**src/rtl/dma_csr_pkg.sv**
```systemverilog
package dma_csr_pkg;

    localparam int REG_W      = 32;
    localparam int EV_N       = 4;

    localparam int OFS_STATUS = 'h00;
    localparam int OFS_CTRL   = 'h10;
    localparam int OFS_NEXT   = 'h20;

    localparam int ST_BUSY    = 4;

    localparam int CB_IE_ERR  = 0;
    localparam int CB_GIE     = 4;
    localparam int CB_RUN     = 5;
    localparam int CB_HALT    = 6;
    localparam int CB_IE_MAX  = 7;
    localparam int CB_MAX_LO  = 8;
    localparam int CB_SRST    = 16;
    localparam int CB_OWNCLR  = 17;
    localparam int CB_POLL    = 18;
    localparam int CB_GAP_LO  = 19;
    localparam int CB_CLRINT  = 31;

    typedef enum logic [1:0] {
        IRQ_IDLE = 2'd0,
        IRQ_PEND = 2'd1,
        IRQ_SRST = 2'd2
    } irq_state_e;

endpackage

```
**src/rtl/dma_csr_events.sv**
```systemverilog
module dma_csr_events
    import dma_csr_pkg::*;
(
    input  logic            clk,
    input  logic            rst_n,
    input  logic            sw_clr,
    input  logic            clr_wr,
    input  logic [EV_N-1:0] clr_mask,
    input  logic [EV_N-1:0] ev,
    output logic [EV_N-1:0] sticky
);

    for (genvar i = 0; i < EV_N; i++) begin : g_bit
        always_ff @(posedge clk or negedge rst_n) begin
            if (!rst_n) begin
                sticky[i] <= 1'b0;
            end else if (sw_clr) begin
                sticky[i] <= 1'b0;
            end else begin
                sticky[i] <= (sticky[i] & ~(clr_wr & clr_mask[i])) | ev[i];
            end
        end

        // a pulse always lands, even beside a clearing write
        a_r4_event_wins: assert property (@(posedge clk) disable iff (!rst_n)
            (ev[i] && !sw_clr) |=> sticky[i]);

        // a set bit survives any cycle without a matching one-write
        a_r2_sticky_hold: assert property (@(posedge clk) disable iff (!rst_n)
            (sticky[i] && !sw_clr && !(clr_wr && clr_mask[i])) |=> sticky[i]);
    end

endmodule

```
**src/rtl/dma_csr_desc_cnt.sv**
```systemverilog
module dma_csr_desc_cnt #(
    parameter int CNT_W = 8
) (
    input  logic             clk,
    input  logic             rst_n,
    input  logic             sw_clr,
    input  logic             clr,
    input  logic             step,
    input  logic [CNT_W-1:0] limit,
    output logic             hit
);

    logic [CNT_W-1:0] cnt_q;
    logic [CNT_W-1:0] base;
    logic [CNT_W-1:0] inc;

    always_comb begin
        base = clr ? '0 : cnt_q;
        inc  = base + 1'b1;
        hit  = step && (limit != '0) && (inc == limit);
    end

    always_ff @(posedge clk or negedge rst_n) begin
        if (!rst_n) begin
            cnt_q <= '0;
        end else if (sw_clr) begin
            cnt_q <= '0;
        end else if (step) begin
            cnt_q <= hit ? '0 : inc;
        end else begin
            cnt_q <= base;
        end
    end

    // the count restarts after reaching the programmed value
    a_r9_restart: assert property (@(posedge clk) disable iff (!rst_n)
        hit |=> (cnt_q == '0));

    // a clear write with no pulse leaves the count at zero
    a_r10_count_clear: assert property (@(posedge clk) disable iff (!rst_n)
        (clr && !step) |=> (cnt_q == '0));

endmodule

```
**src/rtl/dma_csr_irq_fsm.sv**
```systemverilog
module dma_csr_irq_fsm
    import dma_csr_pkg::*;
(
    input  logic clk,
    input  logic rst_n,
    input  logic srst_req,
    input  logic clr_req,
    input  logic fire,
    output logic irq_o,
    output logic sw_reset_o
);

    irq_state_e state_q;
    irq_state_e state_d;

    always_ff @(posedge clk or negedge rst_n) begin
        if (!rst_n) begin
            state_q <= IRQ_IDLE;
        end else begin
            state_q <= state_d;
        end
    end

    always_comb begin
        state_d = state_q;
        if (srst_req) begin
            state_d = IRQ_SRST;
        end else begin
            unique case (state_q)
                IRQ_IDLE: state_d = fire ? IRQ_PEND : IRQ_IDLE;
                IRQ_PEND: state_d = (clr_req && !fire) ? IRQ_IDLE : IRQ_PEND;
                IRQ_SRST: state_d = fire ? IRQ_PEND : IRQ_IDLE;
                default:  state_d = IRQ_IDLE;
            endcase
        end
    end

    always_comb begin
        irq_o      = (state_q == IRQ_PEND);
        sw_reset_o = (state_q == IRQ_SRST);
    end

    // a qualified trigger raises the line next cycle
    a_r7_fire_raises: assert property (@(posedge clk) disable iff (!rst_n)
        (fire && !srst_req) |=> irq_o);

    // a clear without a trigger drops the line
    a_r10_clear_drops: assert property (@(posedge clk) disable iff (!rst_n)
        (clr_req && !fire && !srst_req) |=> !irq_o);

    // a reset write gives a pulse with the line low
    a_r11_srst_pulse: assert property (@(posedge clk) disable iff (!rst_n)
        srst_req |=> (sw_reset_o && !irq_o));

    // the pulse never lasts two cycles without a fresh request
    a_r11_srst_single: assert property (@(posedge clk) disable iff (!rst_n)
        (sw_reset_o && !srst_req) |=> !sw_reset_o);

endmodule

```
**src/rtl/dma_csr_unit.sv**
```systemverilog
module dma_csr_unit
    import dma_csr_pkg::*;
#(
    parameter int ADDR_W = 6,
    parameter int CNT_W  = 8,
    parameter int INTV_W = 8
) (
    input  logic              clk,
    input  logic              rst_n,
    input  logic              reg_wr,
    input  logic [ADDR_W-1:0] reg_addr,
    input  logic [REG_W-1:0]  reg_wdata,
    output logic [REG_W-1:0]  reg_rdata,
    input  logic              ev_err,
    input  logic              ev_eop,
    input  logic              ev_desc,
    input  logic              ev_chain,
    input  logic              busy_i,
    output logic              irq_o,
    output logic              run_o,
    output logic              halt_on_err_o,
    output logic              poll_en_o,
    output logic [INTV_W-1:0] poll_gap_o,
    output logic              owner_clr_sel_o,
    output logic              sw_reset_o,
    output logic [REG_W-1:0]  next_desc_o
);

    localparam int         CTRL_TOP  = CB_GAP_LO + INTV_W;
    localparam logic [REG_W-1:0] CTRL_KEEP =
        REG_W'((64'd1 << CTRL_TOP) - 64'd1) & ~(REG_W'(1) << CB_SRST);
    localparam int         ST_PAD    = REG_W - EV_N - 1;

    logic              sel_st, sel_ctrl, sel_next;
    logic              wr_st, wr_ctrl, wr_next;
    logic              srst_req, clr_req;
    logic [REG_W-1:0]  ctrl_q;
    logic [REG_W-1:0]  next_q;
    logic [EV_N-1:0]   ev_vec;
    logic [EV_N-1:0]   sticky;
    logic              max_hit;
    logic              fire;

    always_comb begin
        sel_st   = (reg_addr == ADDR_W'(OFS_STATUS));
        sel_ctrl = (reg_addr == ADDR_W'(OFS_CTRL));
        sel_next = (reg_addr == ADDR_W'(OFS_NEXT));
        wr_st    = reg_wr && sel_st;
        wr_ctrl  = reg_wr && sel_ctrl;
        wr_next  = reg_wr && sel_next;
        srst_req = wr_ctrl && reg_wdata[CB_SRST];
        clr_req  = wr_ctrl && reg_wdata[CB_CLRINT];
        ev_vec   = {ev_chain, ev_desc, ev_eop, ev_err};
    end

    always_ff @(posedge clk or negedge rst_n) begin
        if (!rst_n) begin
            ctrl_q <= '0;
        end else if (wr_ctrl) begin
            ctrl_q <= reg_wdata & CTRL_KEEP;
        end
    end

    always_ff @(posedge clk or negedge rst_n) begin
        if (!rst_n) begin
            next_q <= '0;
        end else if (wr_next) begin
            next_q <= reg_wdata;
        end
    end

    dma_csr_events u_events (
        .clk      (clk),
        .rst_n    (rst_n),
        .sw_clr   (srst_req),
        .clr_wr   (wr_st),
        .clr_mask (reg_wdata[EV_N-1:0]),
        .ev       (ev_vec),
        .sticky   (sticky)
    );

    dma_csr_desc_cnt #(.CNT_W(CNT_W)) u_cnt (
        .clk    (clk),
        .rst_n  (rst_n),
        .sw_clr (srst_req),
        .clr    (clr_req),
        .step   (ev_desc),
        .limit  (ctrl_q[CB_MAX_LO +: CNT_W]),
        .hit    (max_hit)
    );

    always_comb begin
        fire = ctrl_q[CB_GIE] &&
               ((|(ev_vec & ctrl_q[CB_IE_ERR +: EV_N])) ||
                (max_hit && ctrl_q[CB_IE_MAX]));
    end

    dma_csr_irq_fsm u_fsm (
        .clk        (clk),
        .rst_n      (rst_n),
        .srst_req   (srst_req),
        .clr_req    (clr_req),
        .fire       (fire),
        .irq_o      (irq_o),
        .sw_reset_o (sw_reset_o)
    );

    always_comb begin
        reg_rdata = '0;
        if (sel_st) begin
            reg_rdata = {{ST_PAD{1'b0}}, busy_i, sticky};
        end else if (sel_ctrl) begin
            reg_rdata = ctrl_q;
            reg_rdata[CB_SRST] = sw_reset_o;
        end else if (sel_next) begin
            reg_rdata = next_q;
        end
    end

    always_comb begin
        run_o           = ctrl_q[CB_RUN];
        halt_on_err_o   = ctrl_q[CB_HALT];
        poll_en_o       = ctrl_q[CB_POLL];
        poll_gap_o      = ctrl_q[CB_GAP_LO +: INTV_W];
        owner_clr_sel_o = ctrl_q[CB_OWNCLR];
        next_desc_o     = next_q;
    end

    // the line only rises after a cycle with the global enable set
    a_r8_gie_gate: assert property (@(posedge clk) disable iff (!rst_n)
        $rose(irq_o) |-> $past(ctrl_q[CB_GIE]));

    // a reset pulse always follows a reset write
    a_r11_pulse_source: assert property (@(posedge clk) disable iff (!rst_n)
        sw_reset_o |-> $past(srst_req));

    // reserved and self-clearing bits are never stored
    a_r5_no_reserved: assert property (@(posedge clk) disable iff (!rst_n)
        (ctrl_q & ~CTRL_KEEP) == '0);

endmodule

```
**config.mk**
```make
export PLATFORM = sky130hd
export DESIGN_NAME = dma_csr_unit
export DESIGN_NICKNAME = d
export VERILOG_FILES = /design/src/rtl/dma_csr_pkg.sv /design/src/rtl/dma_csr_events.sv /design/src/rtl/dma_csr_desc_cnt.sv /design/src/rtl/dma_csr_irq_fsm.sv /design/src/rtl/dma_csr_unit.sv
export SDC_FILE = /design/constraint.sdc
export NUM_CORES = 1
export LEC_CHECK = 0
export ABC_AREA = 1
export BUFFER_PORTS_ARGS = -buffer_cell sky130_fd_sc_hd__buf_4
export CORE_UTILIZATION = 35
export CTS_BUF_LIST = sky130_fd_sc_hd__clkbuf_2
export DETAILED_ROUTE_END_ITERATION = 6
export GPL_ROUTABILITY_DRIVEN = 1
export SLEW_MARGIN = 20
export SYNTH_ARGS = -nofsm -noshare
export SYNTH_HDL_FRONTEND = slang
export SYNTH_SLANG_ARGS = --single-unit
```
**constraint.sdc**
```tcl
create_clock -name clk -period 3.9 [get_ports clk]
set_input_delay 0.585 -clock clk [delete_from_list [all_inputs] [get_ports clk]]
set_output_delay 0.585 -clock clk [all_outputs]
set_load 0.03 [all_outputs]
```
==> summary.md <==
| Metric | Value |
|---|---|
| Worst setup EP type | output port |
| Largest net degree at the start of global routing | 73 |
| Worst Skew | 20.5 ps |
| Cts bufs inserted | 9 |
| Max-cap violation count | 0 |
| Number of buffers inserted by hold repair at cts | 0 |
| Status | complete, no violations |
| Vias in the first global route | 3,248 |
| Post-synthesis sequential area ratio | 0.501 |
| LEAKAGE | 2.55 nW |
| Netlist cell types | 23 |
| R2R setup slack | 2030 ps |
| ANT nets after route | 0 |
| CTS H-tree depth | 3 |
| Post-synthesis cell area | 3600 µm² |
| # Post-CTS Setup Buffers | 0 |
| Die ar. | 10,700 µm² |
| Vias per cell | 4.83 |
| Total grt overflow | 0 |
| Initial antenna violation count | 0 |
| GRT Total Usage | 0.202 |
| Vias post-DR | 3,424 |
| WP data arrival | 2220 ps |
| Hold Crit Class | in -> async |
| Drt drc | 0 |
| Final setup vio count | 0 |
| R2r startpoint | u_cnt.cnt_q[1] |
| Synthesized Nets | 504 |
| Clock tree buffer depth | 2 |
| Starting Density | 0.365 |
| Chip Width | 103 µm |
| Clk Latency, worst-skew pair | 480 ps |
| Buffers on Ports | 123 |
| DR WL/cell | 14.3 µm |
| Num Clock Sinks | 72 |
| Fmax | 356 MHz |
| Worst path slowest cell | nor2_2 |
| 1st-iter DRT viols | 168 |
| Most common cell after layout, fill and taps aside | buf_4 |
| Final GP Congestion | 0.806 |
| Commonest non-fill, non-tap cells in the layout | buf_4, nand2_1, dfrtp_1, o21ai_0, inv_1 |
| Final setup TNS | 0 ps |
| N_diodes | 0 |
| WP data required | 3310 ps |
| Synth-to-Final Area Change | 31.5% |
| Worst hold slack | 180 ps |
| Slew Viols, Final | 0 |
| CP startpoint | reg_addr[1] |
| Unrepaired setup endpoints after global routing | false |
| Clk slew on worst S/H paths | 210 ps |
| Global-route wire length before repair | 16,300 µm |
| Core area | 9860 µm² |
| Drt pass-1 iters | 5 |
| Tmin final | 2810 ps |
| CP Launch Type | input port |
| Num rows | 36 |
| CTS tree | done |
| CTS root buf | clkbuf_2 |
| Mean area per synthesized cell | 7.85 µm² |
| Tcrit/Tclk final | 0.720 |
| Final-layout fill cell count | 986 |
| Synth Register Bits | 72 |
| Synth Instances | 458 |
| Die Ht | 103 µm |
| Layout Nets | 617 |
| Synth warn | 0 |
| HPWL Detailed | 7110 µm |
| Slew HR | 0.386 |
| CTS resizes | 0 |
| Power Dens Cells | 447 nW/µm² |
| Worst path cell trace | buf_4 > nor2_1 > nand2_2 > nor2_1 > inv_1 > nor2_2 > buf_4 > a21oi_1 > a21oi_1 > buf_4 |
| Worst-path fanout max | 9 |
| Most frequent CP cell | buf_4 |
| Ports | 124 |
| CP bufs+invs | 4 |
| DRT Wirelength | 10,100 µm |
| Top delay family on crit path | simple AND/OR/NAND/NOR gates |
| Worst-Margin Slew | 921 ps |
| Share of cells above drive strength 1 | 0.267 |
| Crit path largest cell delay | 350 ps |
| Final hold vios | 0 |
| WS Path Type | in -> out |
| Worst IR drop on VDD | 0.167 mV |
## synthesized netlist by cell type
cell type  instances  area, µm²
clkbuf_1          15       56.3
a221oi_1           1       8.76
nand4_1            2       12.5
nor2_1            25       93.8
a22oi_1            1       7.51
a22o_1            14        123
nand3_2            2       20.0
nand2_1          112        420
buf_1              2       7.51
dfrtp_1           72       1800
inv_1             60        225
inv_2              2       7.51
buf_6              1       11.3
nor4_1             2       12.5
o21ai_0           64        320
a21oi_1           39        195
nand3_1           27        135
nor2_2             2       12.5
nand2_2            2       12.5
buf_4              8       60.1
nor2_8             1       20.0
nand3_4            1       17.5
nor3_1             3       15.0
## area by class of cell
type                    instances  area (µm²)  share of cell area
clock buffers                  10        50.0              0.0106
flip-flops and latches         72        1800               0.381
multi-input cells             298        1430               0.303
inverters                      62         233              0.0492
well taps                     133         166              0.0352
repair buffers                128         961               0.203
clock inverters                 6        83.8              0.0177
## worst register-to-register path: stages, from the launching register on
cell and delay (ps):
dfrtp_1 450, nand3_2 150, nor2_2 230, nand3_1 130, nand2_1 110, nor2_1 40
nor2_1 200, nand3_2 230, a21oi_1 190, nor3_1 60
## per-stage QoR
| step | area, µm² | util | instances | power (mW) | setup slack (ps) |
|---|---|---|---|---|---|
| 4_1_cts | 4720 | 0.479 | 709 | 2.14 | 1090 |
| 2_1_floorplan | 3600 | - | 458 | 1.41 | 1200 |
| 3_3_place_gp | 4590 | 0.465 | 693 | 1.64 | 1030 |
| 6_report | 4730 | 0.479 | 709 | 2.12 | 1090 |
| 5_1_grt | 4730 | 0.479 | 709 | 2.26 | 921 |
| 3_5_place_dp | 4590 | 0.465 | 693 | 1.65 | 893 |
## final timing paths
path	endpoint	cells after the start
worst max-delay path	reg_rdata[13]	10
worst min-delay path	next_desc_o[11]	1
worst max register to register	u_cnt.cnt_q[1]	9
worst min register to register	ctrl_q[17]	2
max in group asynchronous	next_desc_o[6]	1
min in group clk	u_events.sticky[0]	3
## report_power, final
group / total [mW] / internal, mW / leakage (nW) / switching (mW)
clock: 0.479 / 0.211 / 0.0756 / 0.267
combinational: 0.674 / 0.252 / 1.57 / 0.422
sequential: 0.963 / 0.861 / 0.903 / 0.102
## metal layers
layer	global-route usage	wire length, µm	vias up
met5	0	0	-
met3	0.0417	639	12
met1	0.268	4520	1585
met2	0.331	4850	124
met4	0.0628	110	0
li1	-	-	1703
## state kept, by name, summed over array words and instances (netlist names)
name and count:
u_cnt.cnt_q 8, u_fsm.state_q 2, next_desc_o 32, u_events.sticky 4
ctrl_q 26
## cells by family after synthesis
kind of cell	after synthesis	synth area share
and+or+nand+nor	179	0.215
AOI/OAI and AO/OA	119	0.182
buffers and inverters	88	0.102
DFF	72	0.501
No activity file was read; power rests on OpenSTA's default activity.
